==> src/rtl/wseq_pkg.sv <==
// Package: shared space codes and the per-access plan passed from the
// decoder to the state counter.
package wseq_pkg;
    localparam int LEN_W = 4;

    typedef enum logic [2:0] {
        SP_EXT    = 3'd0,
        SP_DRAM   = 3'd1,
        SP_MUXIO  = 3'd2,
        SP_PERIPH = 3'd3,
        SP_ONCHIP = 3'd4
    } space_e;

    typedef struct packed {
        logic [LEN_W-1:0] base_len;  // states before WAIT sampling ends the access
        logic             samp_wait; // WAIT sampled at the end of the base states
    } plan_t;
endpackage

==> src/rtl/wseq_regs.sv <==
// Module: wseq_regs
// Holds the per-area wait-control bits and the DRAM write-pitch bit.
// Assumes a single-cycle write strobe; reserved bits are not stored.
module wseq_regs #(
    parameter int AREAS = 8
) (
    input  logic             clk,
    input  logic             rst_n,
    input  logic             reg_we,
    input  logic [15:0]      reg_wdata,
    output logic [AREAS-1:0] area_bits,
    output logic             dram_wr_long,
    output logic [15:0]      reg_rdata
);
    localparam int AREA_LSB = 16 - AREAS;

    // One flop per area, each loaded from its own data bit.
    for (genvar g = 0; g < AREAS; g++) begin : g_area
        always_ff @(posedge clk) begin
            if (!rst_n)
                area_bits[g] <= 1'b1;
            else if (reg_we)
                area_bits[g] <= reg_wdata[AREA_LSB+g];
        end
    end

    // DRAM write pitch flop.
    always_ff @(posedge clk) begin
        if (!rst_n)
            dram_wr_long <= 1'b1;
        else if (reg_we)
            dram_wr_long <= reg_wdata[1];
    end

    // Readback: reserved positions are constant ones.
    always_comb begin
        reg_rdata = '1;
        reg_rdata[15:AREA_LSB] = area_bits;
        reg_rdata[1] = dram_wr_long;
    end
endmodule

==> src/rtl/wseq_decode.sv <==
// Module: wseq_decode
// Purely combinational: turns a request and the configuration into a
// base length and a WAIT-sampling flag. Refresh overrides the space kind.
module wseq_decode
    import wseq_pkg::*;
#(
    parameter int AREAS = 8
) (
    input  logic [2:0]       req_area,
    input  logic [2:0]       req_space,
    input  logic             req_write,
    input  logic             req_refresh,
    input  logic [AREAS-1:0] area_bits,
    input  logic             dram_wr_long,
    input  logic [1:0]       long_wait,
    input  logic [1:0]       refresh_wait,
    output plan_t            plan
);
    localparam int DRAM_AREA = 1;

    logic area_bit;
    logic long_area;
    logic dram_bit;

    // Select the request's area bit and classify long-wait areas.
    always_comb begin
        area_bit  = area_bits[req_area];
        long_area = (req_area == 3'd0) || (req_area == 3'd2) || (req_area == 3'd6);
        dram_bit  = req_write ? dram_wr_long : area_bits[DRAM_AREA];
    end

    // Length and sampling decision per space kind.
    always_comb begin
        plan.base_len  = LEN_W'(1);
        plan.samp_wait = 1'b0;
        if (req_refresh) begin
            plan.base_len = LEN_W'(2) + LEN_W'(refresh_wait);
        end else begin
            unique case (req_space)
                SP_EXT: begin
                    if (long_area)
                        plan.base_len = LEN_W'(1) + LEN_W'(long_wait);
                    else
                        plan.base_len = area_bit ? LEN_W'(2) : LEN_W'(1);
                    plan.samp_wait = area_bit;
                end
                SP_DRAM: begin
                    plan.base_len  = dram_bit ? LEN_W'(2) : LEN_W'(1);
                    plan.samp_wait = dram_bit;
                end
                SP_MUXIO: begin
                    plan.base_len  = LEN_W'(4);
                    plan.samp_wait = 1'b1;
                end
                SP_PERIPH: plan.base_len = LEN_W'(3);
                default:   plan.base_len = LEN_W'(1);
            endcase
        end
    end
endmodule

==> src/rtl/wseq_counter.sv <==
// Module: wseq_counter
// State counter: loads on an idle request, advances one per clock, ends
// when past the base length and WAIT is not (or not to be) sampled high.
// Assumes the plan is valid whenever req_valid is. Count saturates.
module wseq_counter
    import wseq_pkg::*;
#(
    parameter int CNT_W = 8
) (
    input  logic             clk,
    input  logic             rst_n,
    input  logic             req_valid,
    input  plan_t            plan,
    input  logic             ext_wait,
    output logic             cycle_done,
    output logic [CNT_W-1:0] state_count
);
    localparam logic [CNT_W-1:0] CNT_MAX = '1;

    plan_t held;
    logic  idle;

    assign idle = (state_count == '0);

    // Final-state detect: base reached and no stretching sample.
    always_comb begin
        cycle_done = !idle
                     && (state_count >= CNT_W'(held.base_len))
                     && !(held.samp_wait && ext_wait);
    end

    // Capture the plan when an access is accepted.
    always_ff @(posedge clk) begin
        if (!rst_n)
            held <= '0;
        else if (idle && req_valid)
            held <= plan;
    end

    // Advance, finish or start the state count.
    always_ff @(posedge clk) begin
        if (!rst_n)
            state_count <= '0;
        else if (idle)
            state_count <= req_valid ? CNT_W'(1) : '0;
        else if (cycle_done)
            state_count <= '0;
        else if (state_count != CNT_MAX)
            state_count <= state_count + CNT_W'(1);
    end
endmodule

==> src/rtl/wseq_top.sv <==
// Module: wseq_top
// Bus access wait-state sequencer. Joins register, decoder and counter.
// Assumes ext_wait is synchronous to clk.
module wseq_top
    import wseq_pkg::*;
#(
    parameter int AREAS = 8,
    parameter int CNT_W = 8
) (
    input  logic             clk,
    input  logic             rst_n,
    input  logic             reg_we,
    input  logic [15:0]      reg_wdata,
    output logic [15:0]      reg_rdata,
    input  logic [1:0]       long_wait,
    input  logic [1:0]       refresh_wait,
    input  logic             req_valid,
    input  logic [2:0]       req_area,
    input  logic [2:0]       req_space,
    input  logic             req_write,
    input  logic             req_refresh,
    input  logic             ext_wait,
    output logic             cycle_done,
    output logic [CNT_W-1:0] state_count
);
    logic [AREAS-1:0] area_bits;
    logic             dram_wr_long;
    plan_t            plan;

    wseq_regs #(.AREAS(AREAS)) u_regs (
        .clk(clk), .rst_n(rst_n), .reg_we(reg_we), .reg_wdata(reg_wdata),
        .area_bits(area_bits), .dram_wr_long(dram_wr_long), .reg_rdata(reg_rdata)
    );

    wseq_decode #(.AREAS(AREAS)) u_dec (
        .req_area(req_area), .req_space(req_space), .req_write(req_write),
        .req_refresh(req_refresh), .area_bits(area_bits),
        .dram_wr_long(dram_wr_long), .long_wait(long_wait),
        .refresh_wait(refresh_wait), .plan(plan)
    );

    wseq_counter #(.CNT_W(CNT_W)) u_cnt (
        .clk(clk), .rst_n(rst_n), .req_valid(req_valid), .plan(plan),
        .ext_wait(ext_wait), .cycle_done(cycle_done), .state_count(state_count)
    );
endmodule

==> config.mk <==
export PLATFORM = sky130hd
export DESIGN_NAME = wseq_top
export DESIGN_NICKNAME = d
export VERILOG_FILES = /design/src/rtl/wseq_pkg.sv /design/src/rtl/wseq_regs.sv /design/src/rtl/wseq_decode.sv /design/src/rtl/wseq_counter.sv /design/src/rtl/wseq_top.sv
export SDC_FILE = /design/constraint.sdc
export NUM_CORES = 1
export LEC_CHECK = 0
export BUFFER_PORTS_ARGS = -buffer_cell sky130_fd_sc_hd__clkbuf_2
export CORE_MARGIN = 2
export CORE_UTILIZATION = 48
export DETAILED_ROUTE_END_ITERATION = 12
export GPL_TIMING_DRIVEN = 0
export HOLD_SLACK_MARGIN = 0.02
export PLACE_DENSITY = 0.82
export SETUP_SLACK_MARGIN = 0.02
export SLEW_MARGIN = 25
export SYNTH_ARGS = -nofsm -noshare
export SYNTH_HDL_FRONTEND = slang
export SYNTH_HIERARCHICAL = 1
export SYNTH_SLANG_ARGS = --single-unit
==> constraint.sdc <==
create_clock -name clk -period 1.9 [get_ports clk]
set_input_delay 0.38 -clock clk [delete_from_list [all_inputs] [get_ports clk]]
set_output_delay 0.38 -clock clk [all_outputs]
set_load 0.005 [all_outputs]
## Yosys cells after proc, flatten, opt, wreduce, memory -nomap -nowiden

Index checks and enable logic that the tools add are counted.

- Input bits: 33
- ROM bits: 0
- RAM bits: 0
- Latch bits: 0
- Word-level logic and storage cells: 49
- Output and inout port bits: 25
- Memories kept: 0
- Register bits: 22

- Add/sub/neg operators: 3
- Equal/unequal tests: 6
- Reductions and logical operators: 12
- Order comparisons: 2
- Div/mod/pow operators: 0
- Multiply operators: 0
- Shifts and indexed selects: 0
- Bitwise gates (word level): 0
- Multiplexer cells: 14

Operator list:

| operator | count |
|---|---|
| 8-bit two-way mux | 3 |
| 4-bit case mux with 4 select lines | 1 |
| 3-bit by 2-bit == test with 1-bit output (second input constant) | 3 |
| 8-bit by 1-bit adder with 8-bit output (second input constant) | 1 |
| 8-bit by 4-bit >= comparator with 1-bit output | 1 |
| 8-bit zero test | 1 |
| 4-bit two-way mux | 2 |
| 8-bit inequality test (second input constant) | 1 |
| 3-bit zero test | 2 |
| 1-bit logical AND | 4 |
| 3-bit by 4-bit < comparator with 1-bit output (second input constant) | 1 |
| 1-bit two-way mux | 4 |
| 2-bit two-way mux | 2 |
| 1-bit by 2-bit adder with 3-bit output (first input constant) | 1 |
| 2-bit by 2-bit adder with 3-bit output (first input constant) | 1 |
| 1-bit binary-select mux with 3-bit select | 1 |
| 3-bit by 1-bit == test with 1-bit output (second input constant) | 1 |
| 3-bit == test (second input constant) | 1 |
| 1-bit case mux with 3 select lines | 1 |
| 3-bit nonzero test | 1 |
| 1-bit zero test | 2 |
| 1-bit logical OR | 2 |

## Depth between registers and ports, before layout

Gate-level depths: netlist (run 1).

- Depth in word-level cells: 6
- Depth in mapped cells: 7

## Modules after synthesis

Netlist (run 1), hierarchy kept.

By module, submodules not included:

| module | times used | cells each | area each (um2) |
|---|---|---|---|
| wseq_counter | 1 | 85 | 743.2 |
| wseq_regs | 1 | 46 | 442.9 |
| wseq_decode | 1 | 31 | 236.5 |

## Worst setup path before layout (run 1)

OpenSTA, ideal clock, no wires.

- Kind: reg2out
- Start: reg u_cnt.state_count[0]
- End: out cycle_done
- Buffers on the path: 0
- Slack: 187 ps
- Required time: 1520 ps
- Arrival: 1333 ps
- Cell stages (with the launch flop): 8
- Cells stage by stage: dfxtp_1 inv_1 ha_1 and3_1 o21ai_0 nand3b_1 a21oi_1 a21oi_1

- Cells in the longest elaborated chain, start to end: 4
- Elaborated cells on any way between the ends: 5
- Classes of those cells: order compare (1); reduce/logical (4)

RTL lines:

| item | line | text |
|---|---|---|
| start, declared | wseq_counter.sv:16 | `output logic [CNT_W-1:0] state_count` |
| start signal, assigned | wseq_counter.sv:45 | `state_count <= req_valid ? CNT_W'(1) : '0;` |
| start signal, assigned | wseq_counter.sv:49 | `state_count <= state_count + CNT_W'(1);` |
| parallel branches: the longest is 2 deep, another holds 8-bit by 4-bit >= comparator with 1-bit output | n/a |  |
| 1-bit logical AND (*) | wseq_counter.sv:28 | `&& (state_count >= CNT_W'(held.base_len))` |
| 1-bit logical AND (*) | wseq_counter.sv:29 | `&& !(held.samp_wait && ext_wait);` |
| end, declared | wseq_top.sv:23 | `output logic cycle_done,` |

Mark *: on every way between the ends.

## Worst setup path after layout (run 1)

- Start: reg u_cnt.state_count[1]
- End: out cycle_done

Same word-level chain as after synthesis.

==> results of run 1 <==
## worst reg2reg max path: cells and delay by family, from the launching register on
| kind | cells | cell delay, ns |
|---|---|---|
| compound gates | 3 | 0.68 |
| fa+ha+maj | 1 | 0.24 |
| buf+inv | 1 | 0.16 |
| flops | 1 | 0.36 |
| simple gates | 2 | 0.28 |
## sequential cells by signal, summed over array words and instances (netlist names)
name	count
u_regs/dram_wr_long	1
u_cnt/state_count	8
u_regs/area_bits	8
u_cnt/held	5
## stage by stage
stage                     area (sq um)  setup slack, ns  hold slack, ns
after floorplan                   1450            0.187           0.443
after global placement            1690          -0.0163           0.453
after detailed placement          1690          -0.0341           0.459
after CTS                         1840           -0.128           0.266
after global routing              1850           -0.272           0.282
final                             1850           -0.182           0.278
## cell usage after synthesis
library cell	count
a211oi_2	2
or3_1	1
a21oi_1	7
nor2_1	11
nor3_2	1
o211ai_1	1
inv_1	10
a32oi_1	1
and4_1	1
or4_4	1
nor2b_1	2
a31oi_1	2
o41ai_1	1
a21boi_0	5
nand4_1	2
a21oi_2	1
ha_1	7
dfxtp_1	22
nand3b_4	1
and3_2	1
nand3_1	9
o31a_1	1
and3_1	1
a221oi_2	1
xor2_1	1
buf_1	1
nand3b_1	1
nor2_4	1
conb_1	2
nor2_2	1
nand2_1	20
a32o_2	1
nand2b_1	2
mux4_2	2
mux2i_2	1
or3b_2	1
nor3b_1	1
o21ai_0	4
buf_6	1
mux2i_1	12
buf_4	17
and4_2	1
## worst max-delay path by stage
stage	to	slack, ns	depth (start not counted)
2_1_floorplan	cycle_done	0.19	7
3_3_place_gp	u_cnt/state_count[0]$_SDFFE_PN0P_	-0.02	6
3_5_place_dp	cycle_done	-0.03	8
4_1_cts	cycle_done	-0.13	7
5_1_grt	cycle_done	-0.27	6
6_report	cycle_done	-0.18	7
## per-layer routing
metal | share of wire [%] | wire length, microns
met4 | 0.64 | 19
met2 | 48 | 1430
met3 | 7.1 | 210
met5 | 0 | 0
met1 | 44 | 1310
## logic make-up after synthesis
logic type                 count (synthesis)  share of synthesized area, %
AOI/OAI and AO/OA                         27                          14.0
xor gates and xnor gates                   1                         0.616
adders and majority gates                  7                          6.16
buffers and inverters                     29                          12.7
DFF                                       22                          31.0
muxes                                     15                          12.6
other                                      2                         0.528
and+or+nand+nor                           59                          22.5
## final cells by class
cell class                 instances  area [sq um]
buffer                            19           143
clock buffer                       4          36.3
fill                             241           933
inverter                          10          37.5
multi-input combinational        117           878
sequential                        22           452
tap                               31          38.8
timing repair buffer              49           263
## report_power, final
part	switching [mW]	total (mW)	internal, mW	leakage [nW]
registers	0.0153	0.495	0.479	0.183
logic	0.107	0.238	0.131	0.651
clock network	0.143	0.260	0.117	0.0210
## repair_timing
item,in CTS,in global routing
gates resized for setup,16,2
pin swaps,6,3
setup buffers,6,1
endpoints found under the setup margin,2,6
==> flow_metrics.env, run 1 <==
export IMPL_dp_cells=241
export IMPL_cts_sinks=22
export IMPL_ant_nets=0
export IMPL_critPathCaptureType="output port"
export IMPL_io_pins=58
export IMPL_antenna_found_initial=0
export IMPL_routed_via_density=5.07
export IMPL_cts_tree="yes"
export IMPL_cts_hold_repair_buffers=0
export IMPL_ys_warn_count=6
export IMPL_rows=19
export IMPL_crit_type="flip-flop to output port"
export IMPL_nNetsFinal=262
export IMPL_crit_path_max_incr_delay_ns=0.36
export IMPL_min_period_ns=2.08
export IMPL_timing_rr_start="u_cnt/state_count[1]$_SDFFE_PN0P_"
export IMPL_grt_max_degree=13
export IMPL_clock_path_buffers=2
export IMPL_total_power_mw=0.993
export IMPL_firstDrtPassIters=4
export IMPL_cp_data_arrival_time_ns=1.70
export IMPL_die_w_microns=58.4
export IMPL_cp_required_ns=1.52
export IMPL_cp_max_fo=3
export IMPL_layout_common_cells="42 x clkbuf_2, 24 x buf_4, 20 x nand2_1"
export IMPL_ir_worst_vdd_uv=566
export IMPL_dpl_hpwl_microns=2110
export IMPL_rr_worst_depth=7
export IMPL_powerDensity_nw_per_um2=538
export IMPL_cp_startpoint="u_cnt/state_count[1]$_SDFFE_PN0P_"
export IMPL_rrSetupSlack_ns=0.13
export IMPL_synth_area_top_cells="dfxtp_1 31%, buf_4 9.0%, mux2i_1 8.4%"
export IMPL_start_kind="flip-flop"
export IMPL_clkTransAtPathRegs_ns=0.12
export IMPL_setup_violations_final=1
export IMPL_use_met1_pct=22.7
export IMPL_core_area_sq_um=2780
export IMPL_fin_util_pct=66.4
export IMPL_cpMaxStageDelayCell="dfxtp_2"
export IMPL_grt_pass1_vias=1182
export IMPL_busiest_layer="met2"
export IMPL_vias=1278
export IMPL_dieHeight_microns=58.4
export IMPL_dieArea_sq_um=3420
export IMPL_grt_pass1_wl_microns=4970
export IMPL_drv_slew=0
export IMPL_post_route_period_util_pct=110
export IMPL_syn_to_final_growth_pct=29.9
export IMPL_status="finished, violations left"
export IMPL_routed_wl_microns=2970
export IMPL_gp_congestion=0.742
export IMPL_hold_start="reg_wdata[11]"
export IMPL_cts_made_buffers=3
export IMPL_layout_commonest_cell="clkbuf_2"
export IMPL_avgSynthCellArea_sq_um=8.78
export IMPL_synth_top_cell_area_share_pct=31.0
export IMPL_ys_types=42
export IMPL_grtUsageMet3_pct=6.81
export IMPL_io_buffers=42
export IMPL_path_buf_inv=1
export IMPL_drive_above_1_share_pct=45.7
export IMPL_drt_iter0_markers=54
export IMPL_leakage_nw=0.855
export IMPL_synthCells=162
export IMPL_fin_tns_setup_ns=-0.182
export IMPL_r2r_end="u_cnt/state_count[4]$_SDFFE_PN0P_"
export IMPL_fin_cells=252
export IMPL_path_delay_family="compound AO/OA/AOI/OAI gates"
export IMPL_hold_violations=0
export IMPL_hold_end="u_regs/area_bits[3]$_SDFFE_PN1P_"
export IMPL_globalRoute_totalOverflow=0
export IMPL_clk_latency_ns=0.31
export IMPL_ys_seq_elements=22
export IMPL_drc=0
export IMPL_seq_area_frac_synth_pct=31.0
export IMPL_met2_usage_pct=31.5
export IMPL_cts_root_buf="clkbuf_4"
export IMPL_finalClockSkew_ns=0.00671
export IMPL_cap_violations=0
export IMPL_wl_per_cell_microns=11.8
export IMPL_hold_path_class="input pin to flip-flop"
export IMPL_fmax_mhz=480
export IMPL_insertedDiodeCount=0
export IMPL_final_setup_worst_slack_ns=-0.182
export IMPL_netlist_area_sq_um=1420
export IMPL_initial_core_util_pct=51.1
export IMPL_path_cells="ha_4 > nor2b_1 > o211ai_1 > nand3b_1 > a21oi_2 > a21oi_1 > clkbuf_2"
export IMPL_htreeDepth=1
export IMPL_holdPathStages=3
export IMPL_violations="setup timing"
export IMPL_grt_use_total_pct=18.6
export IMPL_synth_top_cell_by_area="dfxtp_1"
export IMPL_rsz0062_at_grt="true"
No activity file was read; power rests on OpenSTA's default activity.
==> run 2: changes to the inputs <==
==> constraint.sdc (replaced) <==
create_clock -name clk -period 2.3 [get_ports clk]
set_input_delay 0.46 -clock clk [delete_from_list [all_inputs] [get_ports clk]]
set_output_delay 0.46 -clock clk [all_outputs]
set_load 0.005 [all_outputs]
==> flow_metrics.env, run 2 (synthesized netlist as in run 1, its figures left out) <==
export IMPL_fin_util_pct=65.6
export IMPL_fin_tns_setup_ns=0
export IMPL_cts_tree="yes"
export IMPL_cp_required_ns=1.84
export IMPL_fillers=233
export IMPL_layout_common_cells="42 x clkbuf_2, 23 x buf_4, 20 x nand2_1"
export IMPL_grt_pass1_wl_microns=4540
export IMPL_dr_wl_met2_microns=1290
export IMPL_power_switching_mw=0.219
export IMPL_ant_nets=0
export IMPL_p_int_mw=0.599
export IMPL_start_kind="flip-flop"
export IMPL_dieHeight_microns=58.4
export IMPL_hold_worst_slack_ns=0.360
export IMPL_clkTransAtPathRegs_ns=0.13
export IMPL_path_delay_family="simple AND/OR/NAND/NOR gates"
export IMPL_fmax_mhz=457
export IMPL_hold_violations=0
export IMPL_dieArea_sq_um=3420
export IMPL_crit_type="flip-flop to output port"
export IMPL_io_pins=58
export IMPL_powerDensity_nw_per_um2=448
export IMPL_clk_latency_ns=0.31
export IMPL_globalRoute_totalOverflow=0
export IMPL_cts_made_buffers=3
export IMPL_syn_to_final_growth_pct=28.3
export IMPL_seq_power_share_pct=49.6
export IMPL_gp_congestion=0.742
export IMPL_p_comb_share_pct=23.9
export IMPL_final_setup_worst_slack_ns=0.110
export IMPL_path_buf_inv=2
export IMPL_finalClockSkew_ns=0.0117
export IMPL_initial_core_util_pct=51.1
export IMPL_grt_use_total_pct=16.9
export IMPL_top_regs="u_cnt/state_count: 8 flops, u_regs/area_bits: 8 flops, u_cnt/held: 5 flops"
export IMPL_firstDrtPassIters=4
export IMPL_insertedDiodeCount=0
export IMPL_dr_max_layer_used="met4"
export IMPL_wl_per_cell_microns=11.4
export IMPL_layout_commonest_cell="clkbuf_2"
export IMPL_routed_wl_microns=2860
export IMPL_cpMaxStageDelayCell="or3b_2"
export IMPL_clock_path_buffers=2
export IMPL_cp_max_fo=4
export IMPL_min_period_ns=2.19
export IMPL_cts_sinks=22
export IMPL_io_buffers=42
export IMPL_hold_path_class="input pin to flip-flop"
export IMPL_final_area_sq_um=1830
export IMPL_placed_cell_area_sq_um=1690
export IMPL_routed_via_density=5.00
export IMPL_p_sw_share_pct=26.8
export IMPL_ir_worst_vdd_uv=483
export IMPL_dpl_hpwl_microns=2110
export IMPL_grt_pass1_vias=1122
export IMPL_drive_above_1_share_pct=43.2
export IMPL_rows=19
export IMPL_htreeDepth=1
export IMPL_path_cells="inv_1 > ha_1 > or3b_2 > a21oi_2 > a21oi_1 > clkbuf_2"
export IMPL_antenna_found_initial=0
export IMPL_rrSetupSlack_ns=0.31
export IMPL_clock_power_share_pct=26.5
export IMPL_drc=0
export IMPL_cts_hold_repair_buffers=0
export IMPL_vias=1255
export IMPL_cap_violations=0
export IMPL_setup_violations_final=0
export IMPL_nNetsFinal=261
export IMPL_grt_max_degree=13
export IMPL_drt_iter0_markers=56
export IMPL_wl_met3_microns=235
export IMPL_cts_root_buf="clkbuf_4"
export IMPL_rsz0062_at_grt="false"
export IMPL_leakage_nw=0.854
export IMPL_drv_slew=0
export IMPL_core_area_sq_um=2780
export IMPL_wl_met1_microns=1320
export IMPL_cp_data_arrival_time_ns=1.73
export IMPL_preCtsSetupSlack_ns=0.286
export IMPL_die_w_microns=58.4
export IMPL_status="finished, final reports clean"
export IMPL_post_route_period_util_pct=95.2
export IMPL_critPathCaptureType="output port"
export IMPL_crit_path_max_incr_delay_ns=0.51
==> run 2: area by class of cell <==
type                       count  area (sq um)  share of cell area, %
buffer                        19           143                   7.81
timing repair buffer          48           255                   14.0
sequential                    22           453                   24.8
inverter                      10          37.5                   2.06
clock buffer                   4          36.3                   1.99
tap                           31          38.8                   2.12
multi-input combinational    117           862                   47.2
==> run 2: per-stage QoR <==
step / std cells / total power [mW]
2_1_floorplan: 168 / 0.534
3_3_place_gp: 241 / 0.590
3_5_place_dp: 241 / 0.593
4_1_cts: 245 / 0.809
5_1_grt: 251 / 0.862
6_report: 251 / 0.818
==> run 2: per-layer routing <==
layer,up-vias,GRT usage [%]
li1,661,-
met1,545,20.8
met2,47,28.3
met3,2,6.59
met4,0,3.32
met5,-,0
==> run 2: path summary, 6_finish.rpt <==
path                                                          end                              start  depth (start not counted)
worst max register to register  u_cnt/state_count[0]$_SDFFE_PN0P_  u_cnt/state_count[1]$_SDFFE_PN0P_                          7
worst max-delay path                                   cycle_done  u_cnt/state_count[1]$_SDFFE_PN0P_                          6
worst min-delay path             u_regs/area_bits[3]$_SDFFE_PN1P_                      reg_wdata[11]                          3
worst min register to register         u_cnt/held[3]$_SDFFE_PN0P_         u_cnt/held[3]$_SDFFE_PN0P_                          2
==> run 2: worst register-to-register path, cell delays in order, from the launching register on <==
cell      delay (ns)
dfxtp_4         0.40
buf_4           0.11
ha_1            0.19
and4_1          0.31
nand4_1         0.34
a21oi_1         0.24
nand2_1         0.08
a221oi_2        0.22
==> run 2: repair_timing <==
item	4_1_cts	5_1_grt
gates resized for setup	3	10
buffers inserted	0	6
hold endpoints to repair	0	0
endpoints found under the setup margin	1	1
pin swaps	0	4
gates cloned	0	0
==> run 2: power groups by stage <==
stage | registers [mW] | clock network (mW) | logic, mW
6_report | 0.406 | 0.217 | 0.195
3_3_place_gp | 0.418 | 0 | 0.171
3_5_place_dp | 0.419 | 0 | 0.174
2_1_floorplan | 0.415 | 0 | 0.119
5_1_grt | 0.409 | 0.236 | 0.217
4_1_cts | 0.410 | 0.224 | 0.175
==> run 3: changes to the inputs <==
--- a/config.mk
+++ b/config.mk
@@ -7,11 +7,11 @@
 export LEC_CHECK = 0
 export BUFFER_PORTS_ARGS = -buffer_cell sky130_fd_sc_hd__clkbuf_2
 export CORE_MARGIN = 2
-export CORE_UTILIZATION = 48
+export CORE_UTILIZATION = 45
 export DETAILED_ROUTE_END_ITERATION = 12
 export GPL_TIMING_DRIVEN = 0
 export HOLD_SLACK_MARGIN = 0.02
-export PLACE_DENSITY = 0.82
+export PLACE_DENSITY = 0.77
 export SETUP_SLACK_MARGIN = 0.02
 export SLEW_MARGIN = 25
 export SYNTH_ARGS = -nofsm -noshare
==> flow_metrics.env, run 3 (synthesized netlist as in run 1, its figures left out) <==
export IMPL_die_w_microns=60.2
export IMPL_clkTransAtPathRegs_ns=0.11
export IMPL_drt_iter0_markers=50
export IMPL_multi_input_area_sq_um=828
export IMPL_timing_rr_start="u_cnt/state_count[0]$_SDFFE_PN0P_"
export IMPL_cts_root_buf="clkbuf_4"
export IMPL_cts_sinks=22
export IMPL_cts_setup_buffers=0
export IMPL_syn_to_final_growth_pct=22.5
export IMPL_rr_worst_depth=6
export IMPL_htreeDepth=1
export IMPL_status="finished, final reports clean"
export IMPL_ant_nets=0
export IMPL_start_kind="flip-flop"
export IMPL_dieHeight_microns=60.2
export IMPL_hold_violations=0
export IMPL_insertedDiodeCount=0
export IMPL_wl_per_cell_microns=10.9
export IMPL_clk_latency_ns=0.30
export IMPL_core_area_sq_um=3030
export IMPL_io_pins=58
export IMPL_vias=1245
export IMPL_hold_path_class="input pin to flip-flop"
export IMPL_routed_wl_microns=2800
export IMPL_drc=0
export IMPL_gp_congestion=0.760
export IMPL_fin_cells=257
export IMPL_antenna_found_initial=0
export IMPL_grt_pass1_vias=1064
export IMPL_cp_required_ns=1.84
export IMPL_ir_worst_vdd_uv=240
export IMPL_fin_tns_setup_ns=0
export IMPL_grt_pass1_wl_microns=4610
export IMPL_min_period_ns=2.17
export IMPL_grt_max_degree=12
export IMPL_holdPathStages=3
export IMPL_crit_type="flip-flop to output port"
export IMPL_r2r_end="u_cnt/state_count[0]$_SDFFE_PN0P_"
export IMPL_cp_max_fo=6
export IMPL_layout_commonest_cell="clkbuf_2"
export IMPL_firstDrtPassIters=4
export IMPL_top_regs="u_cnt/state_count: 8 flops, u_regs/area_bits: 8 flops, u_cnt/held: 5 flops"
export IMPL_cts_made_buffers=3
export IMPL_cts_tree="yes"
export IMPL_critPathCaptureType="output port"
export IMPL_fillers=287
export IMPL_drive_above_1_share_pct=39.0
export IMPL_finalClockSkew_ns=0.00147
export IMPL_clock_path_buffers=2
export IMPL_dp_cells=254
export IMPL_dieArea_sq_um=3630
export IMPL_rows=20
export IMPL_globalRoute_totalOverflow=0
export IMPL_io_buffers=42
export IMPL_hold_end="u_regs/area_bits[1]$_SDFFE_PN1P_"
export IMPL_fmax_mhz=461
export IMPL_layout_common_cells="42 x clkbuf_2, 20 x nand2_1, 19 x dfxtp_1"
export IMPL_grt_use_total_pct=17.1
export IMPL_routed_via_density=4.84
export IMPL_rsz0062_at_grt="false"
export IMPL_fin_util_pct=57.6
export IMPL_setup_violations_final=0
export IMPL_cp_data_arrival_time_ns=1.71
export IMPL_cts_hold_repair_buffers=0
export IMPL_powerDensity_nw_per_um2=436
export IMPL_nNetsFinal=255
export IMPL_rrSetupSlack_ns=0.38
export IMPL_initial_core_util_pct=47.0
export IMPL_post_route_period_util_pct=94.4
export IMPL_final_seq_area_sq_um=447
export IMPL_dpl_hpwl_microns=2270
export IMPL_cap_violations=0
export IMPL_total_power_mw=0.760
export IMPL_hold_start="reg_wdata[9]"
export IMPL_leakage_nw=0.811
export IMPL_drv_slew=0
export IMPL_cp_startpoint="u_cnt/state_count[0]$_SDFFE_PN0P_"
==> run 3: cell types whose count changed in the layout (fill, tap and decap cells not counted), moves of 2 or more <==
cell and change:
ha_4 -2, dfxtp_4 -2, ha_1 +2, buf_4 -6
==> run 3: stage by stage <==
stage          setup WS, ns  instance area [sq um]  hold slack [ns]
6_report              0.130                   1740            0.364
5_1_grt              0.0415                   1740            0.369
4_1_cts              0.0685                   1740            0.359
3_5_place_dp          0.275                   1710            0.458
3_3_place_gp          0.297                   1710            0.453
2_1_floorplan         0.507                   1450            0.443
==> run 3: final cells by class <==
type                    count  area share, %
well taps                  44           3.16
clock buffers               3           1.29
inverters                  10           2.15
flip-flops and latches     22           25.6
plain buffers              19           8.18
multi-input cells         117           47.5
repair buffers             42           12.1
==> run 3: worst max-delay path by stage <==
stage | end | slack (ns)
finish | cycle_done | 0.13
global route | cycle_done | 0.04
CTS | cycle_done | 0.07
detailed placement | cycle_done | 0.27
global placement | cycle_done | 0.30
floorplan | cycle_done | 0.51
==> run 3: what timing repair did <==
item,4_1_cts,5_1_grt
pin swaps,0,0
endpoints found under the setup margin,1,1
gates resized for setup,3,3
==> run 3: worst max-delay path, cell delays in order (launching register included) <==
cell      delay, ns
dfxtp_4        0.38
inv_1          0.08
ha_1           0.14
or3b_2         0.50
a21oi_1        0.15
a21oi_1        0.05
clkbuf_2       0.11
==> run 3: metal layers <==
| metal | GRT usage (%) | vias up | share of wire, % |
|---|---|---|---|
| met5 | 0 | - | 0 |
| met4 | 7.62 | 0 | 1.8 |
| met3 | 3.68 | 5 | 4.7 |
| met2 | 27.2 | 36 | 45 |
| met1 | 22.2 | 546 | 48 |
| li1 | - | 658 | - |
==> run 3: report_power, final <==
group	internal, mW	switching (mW)	leakage, nW
Clock	0.0612	0.111	0.0138
Sequential	0.397	0.0131	0.182
Combinational	0.0952	0.0824	0.615
